## config.mk

```make
export PLATFORM = sky130hd
export DESIGN_NAME = clkmul_cfg_bank
export DESIGN_NICKNAME = d
export VERILOG_FILES = /design/src/rtl/clkmul_cfg_pkg.sv /design/src/rtl/clkmul_stage.sv /design/src/rtl/clkmul_active.sv /design/src/rtl/clkmul_cmd.sv /design/src/rtl/clkmul_cfg_bank.sv
export SDC_FILE = /design/constraint.sdc
export NUM_CORES = 1
export LEC_CHECK = 0
export BUFFER_PORTS_ARGS = -buffer_cell sky130_fd_sc_hd__buf_2
export CORE_MARGIN = 3
export CORE_UTILIZATION = 50
export DETAILED_ROUTE_END_ITERATION = 8
export MAX_ROUTING_LAYER = met4
export PLACE_DENSITY = 0.83
export SYNTH_ARGS = -nofsm -noshare
export SYNTH_HDL_FRONTEND = slang
export SYNTH_SLANG_ARGS = --single-unit
```

## constraint.sdc

```tcl
create_clock -name clk -period 2.04 [get_ports clk]
set_clock_uncertainty 0.05 [all_clocks]
set_input_delay 0.306 -clock clk [delete_from_list [all_inputs] [get_ports clk]]
set_output_delay 0.306 -clock clk [all_outputs]
set_load 0.01 [all_outputs]
```

## src/rtl/clkmul_cfg_pkg.sv

```systemverilog
package clkmul_cfg_pkg;
  localparam int ADDR_W = 3;
  localparam int BYTE_W = 8;

  typedef enum logic [ADDR_W-1:0] {
    REG_CTRL  = 3'd0,
    REG_MLO   = 3'd1,
    REG_MHI   = 3'd2,
    REG_DIV   = 3'd3,
    REG_SLO   = 3'd4,
    REG_SHI   = 3'd5
  } reg_addr_e;

  // control byte bit positions (command bits are fixed by software convention)
  localparam int CB_NORMAL = 0;
  localparam int CB_FAST   = 1;
  localparam int CB_EN     = 2;
  localparam int CB_STABLE = 3;
  localparam int CB_SVALID = 4;
  localparam int CB_ERR    = 5;
endpackage

```

## src/rtl/clkmul_stage.sv

```systemverilog
// Staging copy of one field, written one byte lane at a time.
module clkmul_stage #(
  parameter int W       = 14,
  parameter logic [W-1:0] RST = '0,
  parameter int LO_ADDR = 1,
  parameter int HI_ADDR = 2
) (
  input  logic         clk,
  input  logic         rst_n,
  input  logic         wr,
  input  logic [2:0]   addr,
  input  logic [7:0]   wdata,
  output logic [W-1:0] q
);
  localparam int LO_W = (W > 8) ? 8 : W;
  localparam int HI_W = (W > 8) ? W - 8 : 1;

  logic [LO_W-1:0] lo_q;

  always_ff @(posedge clk) begin
    if (!rst_n) lo_q <= RST[LO_W-1:0];
    else if (wr && addr == 3'(LO_ADDR)) lo_q <= wdata[LO_W-1:0];
  end

  generate
    if (W > 8) begin : g_two_lanes
      logic [HI_W-1:0] hi_q;
      always_ff @(posedge clk) begin
        if (!rst_n) hi_q <= RST[W-1:LO_W];
        else if (wr && addr == 3'(HI_ADDR)) hi_q <= wdata[HI_W-1:0];
      end
      assign q = {hi_q, lo_q};
    end else begin : g_one_lane
      assign q = lo_q;
    end
  endgenerate
endmodule

```

## src/rtl/clkmul_active.sv

```systemverilog
// Active copy of one field, loaded in one cycle on commit.
module clkmul_active #(
  parameter int W = 14,
  parameter logic [W-1:0] RST = '0
) (
  input  logic         clk,
  input  logic         rst_n,
  input  logic         load,
  input  logic [W-1:0] d,
  output logic [W-1:0] q
);
  always_ff @(posedge clk) begin
    if (!rst_n)    q <= RST;
    else if (load) q <= d;
  end
endmodule

```

## src/rtl/clkmul_cmd.sv

```systemverilog
// Decodes control writes into commits, start pulses and the error flag.
module clkmul_cmd
  import clkmul_cfg_pkg::*;
(
  input  logic       clk,
  input  logic       rst_n,
  input  logic       wr,
  input  logic [2:0] addr,
  input  logic [7:0] wdata,
  output logic       commit_norm,
  output logic       commit_fast,
  output logic       search_q,
  output logic       fast_q,
  output logic       err_q
);
  logic ctrl_wr;
  assign ctrl_wr     = wr && addr == REG_CTRL;
  assign commit_norm = ctrl_wr &&  wdata[CB_NORMAL] && !wdata[CB_FAST];
  assign commit_fast = ctrl_wr && !wdata[CB_NORMAL] &&  wdata[CB_FAST];

  always_ff @(posedge clk) begin
    if (!rst_n) begin
      search_q <= 1'b0;
      fast_q   <= 1'b0;
      err_q    <= 1'b0;
    end else begin
      search_q <= commit_norm;
      fast_q   <= commit_fast;
      if (ctrl_wr && wdata[CB_NORMAL] && wdata[CB_FAST]) err_q <= 1'b1;
      else if (commit_norm || commit_fast)               err_q <= 1'b0;
    end
  end
endmodule

```

## src/rtl/clkmul_cfg_bank.sv

```systemverilog
module clkmul_cfg_bank
  import clkmul_cfg_pkg::*;
#(
  parameter int MULT_W = 14,
  parameter int DIV_W  = 5,
  parameter int SEED_W = 14,
  parameter logic [MULT_W-1:0] MULT_RST = 14'h04C5,
  parameter logic [DIV_W-1:0]  DIV_RST  = 5'h0A,
  parameter logic [SEED_W-1:0] SEED_RST = '0
) (
  input  logic              clk,
  input  logic              rst_n,
  input  logic              bus_wr,
  input  logic [2:0]        bus_addr,
  input  logic [7:0]        bus_wdata,
  output logic [7:0]        bus_rdata,
  input  logic              mult_en_i,
  input  logic              clk_stable_i,
  input  logic              seed_valid_i,
  output logic [MULT_W-1:0] mult_o,
  output logic [DIV_W-1:0]  div_o,
  output logic [SEED_W-1:0] seed_o,
  output logic              search_start_o,
  output logic              fast_start_o
);
  logic [MULT_W-1:0] mult_stg;
  logic [DIV_W-1:0]  div_stg;
  logic [SEED_W-1:0] seed_stg;
  logic commit_norm, commit_fast, err_q;

  clkmul_stage #(.W(MULT_W), .RST(MULT_RST), .LO_ADDR(REG_MLO), .HI_ADDR(REG_MHI)) i_mult_stg (
    .clk(clk), .rst_n(rst_n), .wr(bus_wr), .addr(bus_addr), .wdata(bus_wdata), .q(mult_stg));
  clkmul_stage #(.W(DIV_W), .RST(DIV_RST), .LO_ADDR(REG_DIV), .HI_ADDR(REG_DIV)) i_div_stg (
    .clk(clk), .rst_n(rst_n), .wr(bus_wr), .addr(bus_addr), .wdata(bus_wdata), .q(div_stg));
  clkmul_stage #(.W(SEED_W), .RST(SEED_RST), .LO_ADDR(REG_SLO), .HI_ADDR(REG_SHI)) i_seed_stg (
    .clk(clk), .rst_n(rst_n), .wr(bus_wr), .addr(bus_addr), .wdata(bus_wdata), .q(seed_stg));

  clkmul_cmd i_cmd (
    .clk(clk), .rst_n(rst_n), .wr(bus_wr), .addr(bus_addr), .wdata(bus_wdata),
    .commit_norm(commit_norm), .commit_fast(commit_fast),
    .search_q(search_start_o), .fast_q(fast_start_o), .err_q(err_q));

  clkmul_active #(.W(MULT_W), .RST(MULT_RST)) i_mult_act (
    .clk(clk), .rst_n(rst_n), .load(commit_norm || commit_fast), .d(mult_stg), .q(mult_o));
  clkmul_active #(.W(DIV_W), .RST(DIV_RST)) i_div_act (
    .clk(clk), .rst_n(rst_n), .load(commit_norm || commit_fast), .d(div_stg), .q(div_o));
  clkmul_active #(.W(SEED_W), .RST(SEED_RST)) i_seed_act (
    .clk(clk), .rst_n(rst_n), .load(commit_fast), .d(seed_stg), .q(seed_o));

  always_comb begin
    bus_rdata = '0;
    case (bus_addr)
      REG_CTRL: begin
        bus_rdata[CB_EN]     = mult_en_i;
        bus_rdata[CB_STABLE] = clk_stable_i;
        bus_rdata[CB_SVALID] = seed_valid_i;
        bus_rdata[CB_ERR]    = err_q;
      end
      REG_MLO: bus_rdata = mult_o[7:0];
      REG_MHI: bus_rdata = 8'(mult_o >> 8);
      REG_DIV: bus_rdata = 8'(div_o);
      REG_SLO: bus_rdata = seed_o[7:0];
      REG_SHI: bus_rdata = 8'(seed_o >> 8);
      default: bus_rdata = '0;
    endcase
  end
endmodule

```

### Yosys cells after proc, flatten, opt, wreduce, memory -nomap -nowiden

Index checks and enable logic that the tools add are counted.

* flip-flop bits (word level): 69
* output and inout port bits: 43

* eq/ne operators: 5
* mux-type cells: 5
* reductions and logical operators: 16

Operator list (count)
* $pmux W4 S6: 1
* $logic_and A1 B1 Y1: 11
* $pmux W2 S5: 1
* $eq A3 B2 Y1 const B: 2
* $eq A3 B3 Y1 const B: 2
* $pmux W2 S2: 1
* $eq A3 B1 Y1 const B: 1
* $logic_not A3 Y1: 1
* $logic_not A1 Y1: 2
* $mux W1: 2
* $reduce_bool A2 Y1: 1
* $logic_or A1 B1 Y1: 1

### Depth between registers and ports, before layout

Gate-level depths: netlist (run 1).

* depth in word-level cells: 7
* depth in mapped cells: 6
* gate-level depth less buffers: 3

### Modules after synthesis

A second synthesis (run 1) with hierarchy kept.

* cell total of the unflattened synthesis: 306
* area, all modules: 3160.5 µm²

By module, submodules not included
* clkmul_stage at i_mult_stg: times used 1, cells each 57, area an instance 586.8 µm², seq. area each 280.3 µm²
* clkmul_stage at i_seed_stg: times used 1, cells each 55, area an instance 551.8 µm², seq. area each 280.3 µm²
* clkmul_active at i_seed_act: times used 1, cells each 45, area an instance 543.0 µm², seq. area each 280.3 µm²
* clkmul_active at i_mult_act: times used 1, cells each 45, area an instance 530.5 µm², seq. area each 280.3 µm²
* clkmul_cfg_bank: times used 1, cells each 52, area an instance 400.4 µm², seq. area each 0.0 µm²
* clkmul_stage at i_div_stg: times used 1, cells each 23, area an instance 222.7 µm², seq. area each 100.1 µm²
* clkmul_active at i_div_act: times used 1, cells each 16, area an instance 187.7 µm², seq. area each 100.1 µm²
* clkmul_cmd: times used 1, cells each 13, area an instance 137.6 µm², seq. area each 60.1 µm²

### Worst setup path after synthesis (run 1)

No wires, ideal clock.

* kind: in2reg
* start point: input port bus_addr[1]
* end point: register i_seed_act.q[0]
* library setup time: 0.072 ns
* arrival: 1.618 ns
* required time: 1.918 ns
* setup slack: 0.300 ns
* stages: 6
* cell sequence: or4b_1 -> buf_2 -> nor3b_2 -> buf_4 -> buf_6 -> mux2i_1

* longest elaborated chain between the ends: 4

RTL lines
* start: declaration: line clkmul_cfg_bank.sv:14 `input logic [2:0] bus_addr,`
* $logic_not A3 Y1: line clkmul_cmd.sv:17 `assign ctrl_wr = wr && addr == REG_CTRL;`
* $logic_and A1 B1 Y1: line clkmul_cmd.sv:17
* $logic_and A1 B1 Y1 (2 in a row): line clkmul_cmd.sv:19 `assign commit_fast = ctrl_wr && !wdata[CB_NORMAL] && wdata[CB_FAST];`
* end signal: assignment: line clkmul_active.sv:13 `if (!rst_n) q <= RST;`
* end signal: assignment: line clkmul_active.sv:14 `else if (load) q <= d;`
* end: declaration: line clkmul_active.sv:10 `output logic [W-1:0] q`

Every way passes these cells.
A chain may end at the register's enable or synchronous reset.

### Worst setup path after layout (run 1)

* start point: input port bus_addr[2]
* end point: output port bus_rdata[3]

* longest elaborated chain between the ends: 2
* elaborated cells between the ends (all ways): 7
* classes of those cells: eq/ne (5); mux (1); reduce/logical (1)

RTL lines
* $eq A3 B3 Y1, or another cell as far along: line clkmul_cfg_bank.sv:52 `case (bus_addr)`
* $pmux W4 S6 (*): line clkmul_cfg_bank.sv:52
* end: declaration: line clkmul_cfg_bank.sv:16 `output logic [7:0] bus_rdata,`

Mark *: on every way between the ends. The rest lies on a longest branch, timed or not.

==> out/results.ini, run 1 <==
[finish]
drive_above_1_share=0.249
final_nets=390
diodes=0
layout_common_cells=dfxtp_1 (69), mux2i_1 (64), nand2_1 (59), buf_2 (59), nor2b_1 (28)
mostFrequentLayoutCell=dfxtp_1
n_fill_cell=477
synthToLayoutAreaGrowth_pct=20.5

[clock_tree]
clk_latency_ns=0.34
clk_pin_slew_ns=0.07
numClockSinks=69
cts.repair.resized=0
cts_tree=done
cts_setup_buffers=0
cts_buffer_depth=2
ctsHtreeMaxLevel=3
numCtsBuffers=9
cts_root_buffer=clkbuf_8
hold_buffers=0

[setup_path]
critPathMaxStageDelay_ns=0.43
crit_type=input port to output pin
cp-start-kind=input port
cpMostUsedCell=buf_2
worst_setup_path_end_kind=output pin
cp_cell_sequence=buf_2 > buf_4 > nor2b_1 > a22oi_1 > o22ai_1 > buf_2
crit_fanout=21
crit_slowest_cell=nor2b_1
reg2regPathDepth=2
r2r_slack_ns=1.19
reg2reg_from=i_div_stg.q[1]$_SDFFE_PN1P_
arrival_ns=1.54
timing.rr.end=i_div_act.q[1]$_SDFFE_PN1P_
crit_required_ns=1.68

[global_routing]
grt_max_degree=96
overflow=0
grt_pass1_wl_um=11900
antenna_found_initial=0
grt_pass1_vias=2387
track_usage=0.220

[timing]
rsz0062_at_grt=no
min_period_over_period=0.927
fin_crit_ns=1.89
fin_setup_tns_ns=0
max_freq_ghz=0.529
hold_viol=0
setup_slack_ns=0.148
worst_slew_pin_slew_ns=0.489
setup_viol=0
drv_slew=0
relSlewSlack=0.674

[outcome]
outcome=finished, final reports clean

[die]
fp.dieH_um=83.9
die_x_um=83.9
coreArea_um2=5680
io_pins=60
rows=27
start_util=0.535
die-area_um2=7050

[power_and_ir_drop]
p_per_area_nw_per_um2=754
peakVddDrop_mv=0.461
p_leak_nw=1.51

[placed_design]
place_congestion=0.785
pre_cts_slack_ns=0.146
hpwl_um=4960
io_buffers=59

[synth]
syn_area_per_cell_um2=9.55
syn_nets=335
yosys_warnings=0
ys_ff_latch=69
synth_area_um2=3040
synth_top_family_by_area=multiplexers
synth_compound_area_frac=0.0815
seq_area_frac_synth=0.455
synth_fa_ha_area_frac=0
synth-simple-area-share=0.189
synthXorXnorAreaFrac=0.00288
synth_cells=318
synthMuxAreaShare=0.222
yosysUniqueCellTypes=38

[job]
cap_viol_max_count=0

[route]
postRouteAntennaNets=0
via_per_inst=5.39
wl_met2_um=3310
top_layer=met4
wl_met3_um=391
routed_wl_um=7250
met1_length_um=3410
num_vias=2425
dr.pass1.iters=4
wl_per_cell_um=16.1
drc=0
drt_iter0_markers=169

[hold_path]
min_to=i_mult_stg.lo_q[7]$_SDFFE_PN1P_
hold_path_class=input port to flop
holdCritStartpoint=bus_wdata[7]
hold_depth=3

-- Yosys cell counts (all sizes together) --
cell type | number | area (um2)
nor4bb | 2 | 20.0
nor4b | 1 | 8.76
a21oi | 2 | 10.0
and4bb | 1 | 12.5
o21ai | 9 | 45.0
mux2 | 3 | 33.8
nand2b | 2 | 12.5
dfxtp | 69 | 1380
nor2b | 28 | 175
o221ai | 2 | 17.5
nor3b | 3 | 27.5
and2 | 1 | 6.26
or3 | 2 | 12.5
xnor2 | 1 | 8.76
nand3b | 2 | 15.0
and4b | 1 | 10.0
o311ai | 7 | 61.3
a311o | 1 | 10.0
o21a | 2 | 15.0
a22oi | 3 | 22.5
o211ai | 5 | 37.5
mux2i | 64 | 641
nand3 | 1 | 5.00
a221oi | 1 | 8.76
nand2 | 59 | 221
or4b | 1 | 10.0
nand4b | 2 | 17.5
buf | 8 | 48.8
o22ai | 2 | 12.5
inv | 8 | 30.0
clkbuf | 19 | 71.3
nor2 | 5 | 21.3
a21boi | 1 | 7.51
-- sequential cells by signal, indices dropped and copies added (netlist names) --
name / flops
i_cmd.err_q: 1
i_seed_stg.g_two_lanes.hi_q: 6
i_div_act.q: 5
i_cmd.search_q: 1
i_mult_act.q: 14
i_mult_stg.g_two_lanes.hi_q: 6
i_seed_act.q: 14
i_seed_stg.lo_q: 8
i_cmd.fast_q: 1
i_mult_stg.lo_q: 8
i_div_stg.q: 5
-- critical path: cells and delay by family --
family / cells / cell delay (ns)
buf+inv: 3 / 0.47
compound gates: 2 / 0.33
simple gates: 1 / 0.43
-- cell type report --
type,count,area (um2),area share
Multi-Input combinational cell,214,1510,0.413
Clock inverter,4,45.0,0.0123
Inverter,8,30.0,0.00821
Sequential cell,69,1380,0.377
Clock buffer,12,165,0.0451
Timing Repair Buffer,71,435,0.119
Tap cell,72,90.1,0.0246
-- power breakdown --
part	switching (W)	internal, W	total, W	leakage, nW
clock	0.000501	0.000658	0.00116	0.112
combinational	0.000129	0.0000943	0.000223	0.837
sequential	0.00000974	0.00137	0.00138	0.558
-- routing by layer --
| metal | GRT usage | vias to the layer above |
|---|---|---|
| met5 | - | - |
| met4 | 0.0877 | 0 |
| met3 | 0.0503 | 11 |
| met2 | 0.334 | 71 |
| met1 | 0.283 | 1143 |
| li1 | - | 1200 |
-- cells by family (layout without fill, tap and decap cells) --
kind of cell / Yosys count / after routing
xor+xnor: 1 / 1
simple gates: 111 / 111
buf+inv: 35 / 95
flops: 69 / 69
compound gates: 35 / 35
mux: 67 / 67
-- stage by stage --
step	cells	instance area [um2]	hold WS, ns	util	power [W]
6_report	450	3660	0.154	0.645	0.00276
5_1_grt	450	3660	0.149	0.645	0.00285
4_1_cts	450	3660	0.144	0.645	0.00278
3_5_place_dp	434	3450	0.403	0.608	0.00163
3_3_place_gp	434	3450	0.395	0.608	0.00162
2_1_floorplan	318	3040	0.381	-	0.00155
-- worst max path at each step --
stage	start	to	slack, ns	cells after the start
6_report	bus_addr[2]	bus_rdata[3]	0.15	6
5_1_grt	bus_addr[2]	bus_rdata[3]	0.08	6
4_1_cts	bus_addr[2]	bus_rdata[3]	0.16	6
3_5_place_dp	bus_addr[0]	i_seed_act.q[13]$_SDFFE_PN0P_	0.15	5
3_3_place_gp	bus_addr[0]	i_seed_act.q[8]$_SDFFE_PN0P_	0.19	5
2_1_floorplan	bus_addr[1]	i_seed_act.q[0]$_SDFFE_PN0P_	0.30	6
Note: power is estimated with default switching activity, not from simulation.
==> inputs of run 2 (changes only) <==
CORE_ASPECT_RATIO = 0.8   (was unset)
==> out/results.ini, run 2 (synthesized netlist as in run 1, its figures left out) <==
[timing]
setup_viol=0  ; unchanged
setup_slack_ns=0.226  ; was 0.148 ns
hold_slack_ns=0.160  ; was 0.154 ns
min_period_over_period=0.889  ; was 0.927
max_freq_ghz=0.551  ; was 0.529 GHz
fin_setup_tns_ns=0  ; unchanged
worst_slew_pin_slew_ns=0.494  ; was 0.489 ns
relSlewSlack=0.669  ; was 0.674
hold_viol=0  ; unchanged
rsz0062_at_grt=no  ; unchanged
fin_crit_ns=1.81  ; was 1.89 ns
drv_slew=0  ; unchanged

[finish]
mostFrequentLayoutCell=dfxtp_1  ; unchanged
largest_registers=i_mult_act.q x14, i_seed_act.q x14  ; unchanged
synthToLayoutAreaGrowth_pct=19.3  ; was 20.5%
final_nets=390  ; unchanged
layout_common_cells=dfxtp_1 (69), mux2i_1 (64), nand2_1 (59), buf_2 (59), nor2b_1 (27)  ; was dfxtp_1 (69), mux2i_1 (64), nand2_1 (59), buf_2 (59), nor2b_1 (28)
drive_above_1_share=0.244  ; was 0.249
diodes=0  ; unchanged
final_cells=455  ; was 450
n_fill_cell=493  ; was 477

[setup_path]
cp_cell_sequence=mux2_2 > a221oi_1 > nor2_1 > buf_2  ; was buf_2 > buf_4 > nor2b_1 > a22oi_1 > o22ai_1 > buf_2
worst_setup_path_end_kind=output pin  ; unchanged
cp-start-kind=flop  ; was input port
crit_type=flop to output pin  ; was input port to output pin
crit_fanout=3  ; was 21
arrival_ns=1.46  ; was 1.54 ns
r2r_slack_ns=1.13  ; was 1.19 ns
crit_slowest_cell=dfxtp_1  ; was nor2b_1
crit_required_ns=1.68  ; about the same
critPathMaxStageDelay_ns=0.34  ; was 0.43 ns

[clock_tree]
numCtsBuffers=9  ; unchanged
cts_buffer_depth=2  ; unchanged
cts_root_buffer=clkbuf_8  ; unchanged
clk_pin_slew_ns=0.07  ; about the same
ctsHtreeMaxLevel=3  ; unchanged
cts_tree=done  ; unchanged
cts_setup_buffers=0  ; unchanged
numClockSinks=69  ; unchanged
clk_latency_ns=0.34  ; about the same

[die]
rows=24  ; was 27
fp.dieH_um=75.7  ; was 83.9 um
die-area_um2=7050  ; about the same
io_pins=60  ; unchanged
coreArea_um2=5650  ; was 5680 um2
start_util=0.538  ; was 0.535
die_x_um=93.2  ; was 83.9 um

[outcome]
outcome=finished, final reports clean  ; unchanged

[route]
wl_per_cell_um=15.5  ; was 16.1 um
postRouteAntennaNets=0  ; unchanged
routed_wl_um=7060  ; was 7250 um
num_vias=2431  ; was 2,425
drc=0  ; unchanged
drt_iter0_markers=170  ; was 169
dr.pass1.iters=4  ; unchanged
via_per_inst=5.34  ; was 5.39

[placed_design]
pre_cts_slack_ns=0.160  ; was 0.146 ns
hpwl_um=5050  ; was 4960 um
place_congestion=0.899  ; was 0.785
dp_cells=440  ; was 434
io_buffers=59  ; unchanged

[global_routing]
grt_max_degree=96  ; unchanged
grt_pass1_wl_um=11500  ; was 11,900 um
antenna_found_initial=0  ; unchanged
grt_pass1_vias=2254  ; was 2,387
overflow=0  ; unchanged
track_usage=0.222  ; was 0.220

[power_and_ir_drop]
p_leak_nw=1.48  ; was 1.51 nW
finalPower_w=0.00260  ; was 0.00276 W
p_per_area_nw_per_um2=717  ; was 754 nW/um2
peakVddDrop_mv=0.575  ; was 0.461 mV

[hold_path]
hold_path_class=input port to flop  ; unchanged

[job]
cap_viol_max_count=0  ; unchanged

[run 2: changes by cell type in the layout (fill, tap and decap cells not counted)]
cell	before	now
nor2b_2	0	1
clkbuf_1	0	2
buf_4	8	9
clkinv_2	3	1
bufinv_16	1	0
buf_12	4	3
nor2b_1	28	27
[run 2: where the power goes]
part / internal, W / total, W / switching (W)
clock: 0.000533 / 0.00100 / 0.000466
combinational: 0.0000927 / 0.000220 / 0.000127
sequential: 0.00137 / 0.00138 / 0.0000109
total: 0.00199 / 0.00260 / 0.000605
[run 2: critical path: cells and delay by family, from the launching register on]
family / cells / cell delay, ns
compound gates: 1 / 0.25
simple gates: 1 / 0.10
buf+inv: 1 / 0.15
flops: 1 / 0.34
mux: 1 / 0.28
[run 2: area by class of cell]
class	instances	area, um2	area share
multi-input cells	214	1520	0.418
flip-flops and latches	69	1380	0.381
repair buffers	71	423	0.117
clock buffers	14	173	0.0476
well taps	78	97.6	0.0269
inverters	8	30.0	0.00828
clock inverters	1	5.00	0.00138
[run 2: per-stage QoR]
step	area (um2)	utilization
floorplan	3040	-
global placement	3440	0.610
detailed placement	3440	0.610
CTS	3620	0.642
global route	3620	0.642
finish	3620	0.642
[run 2: worst paths after layout]
check,startpoint,to,cells after the start
setup / recovery,i_seed_act.q[9]$_SDFFE_PN0P_,bus_rdata[1],4
hold / removal,bus_wdata[6],i_mult_stg.lo_q[6]$_SDFFE_PN1P_,3
setup reg to reg,i_div_stg.q[3]$_SDFFE_PN1P_,i_div_act.q[3]$_SDFFE_PN1P_,2
hold reg to reg,i_seed_stg.lo_q[1]$_SDFFE_PN0P_,i_seed_act.q[1]$_SDFFE_PN0P_,2
[run 2: per-layer routing]
layer	GRT usage	up-vias	routed length [um]
li1	-	1203	-
met1	0.299	1127	3360
met3	0.0642	9	502
met5	-	-	0
met4	0.0537	0	90
met2	0.330	92	3110
[run 2: repair_timing]
item / CTS / global route
resized for setup: 0 / 1
hold buffers: 0 / 0
setup endpoints to repair: 0 / 1
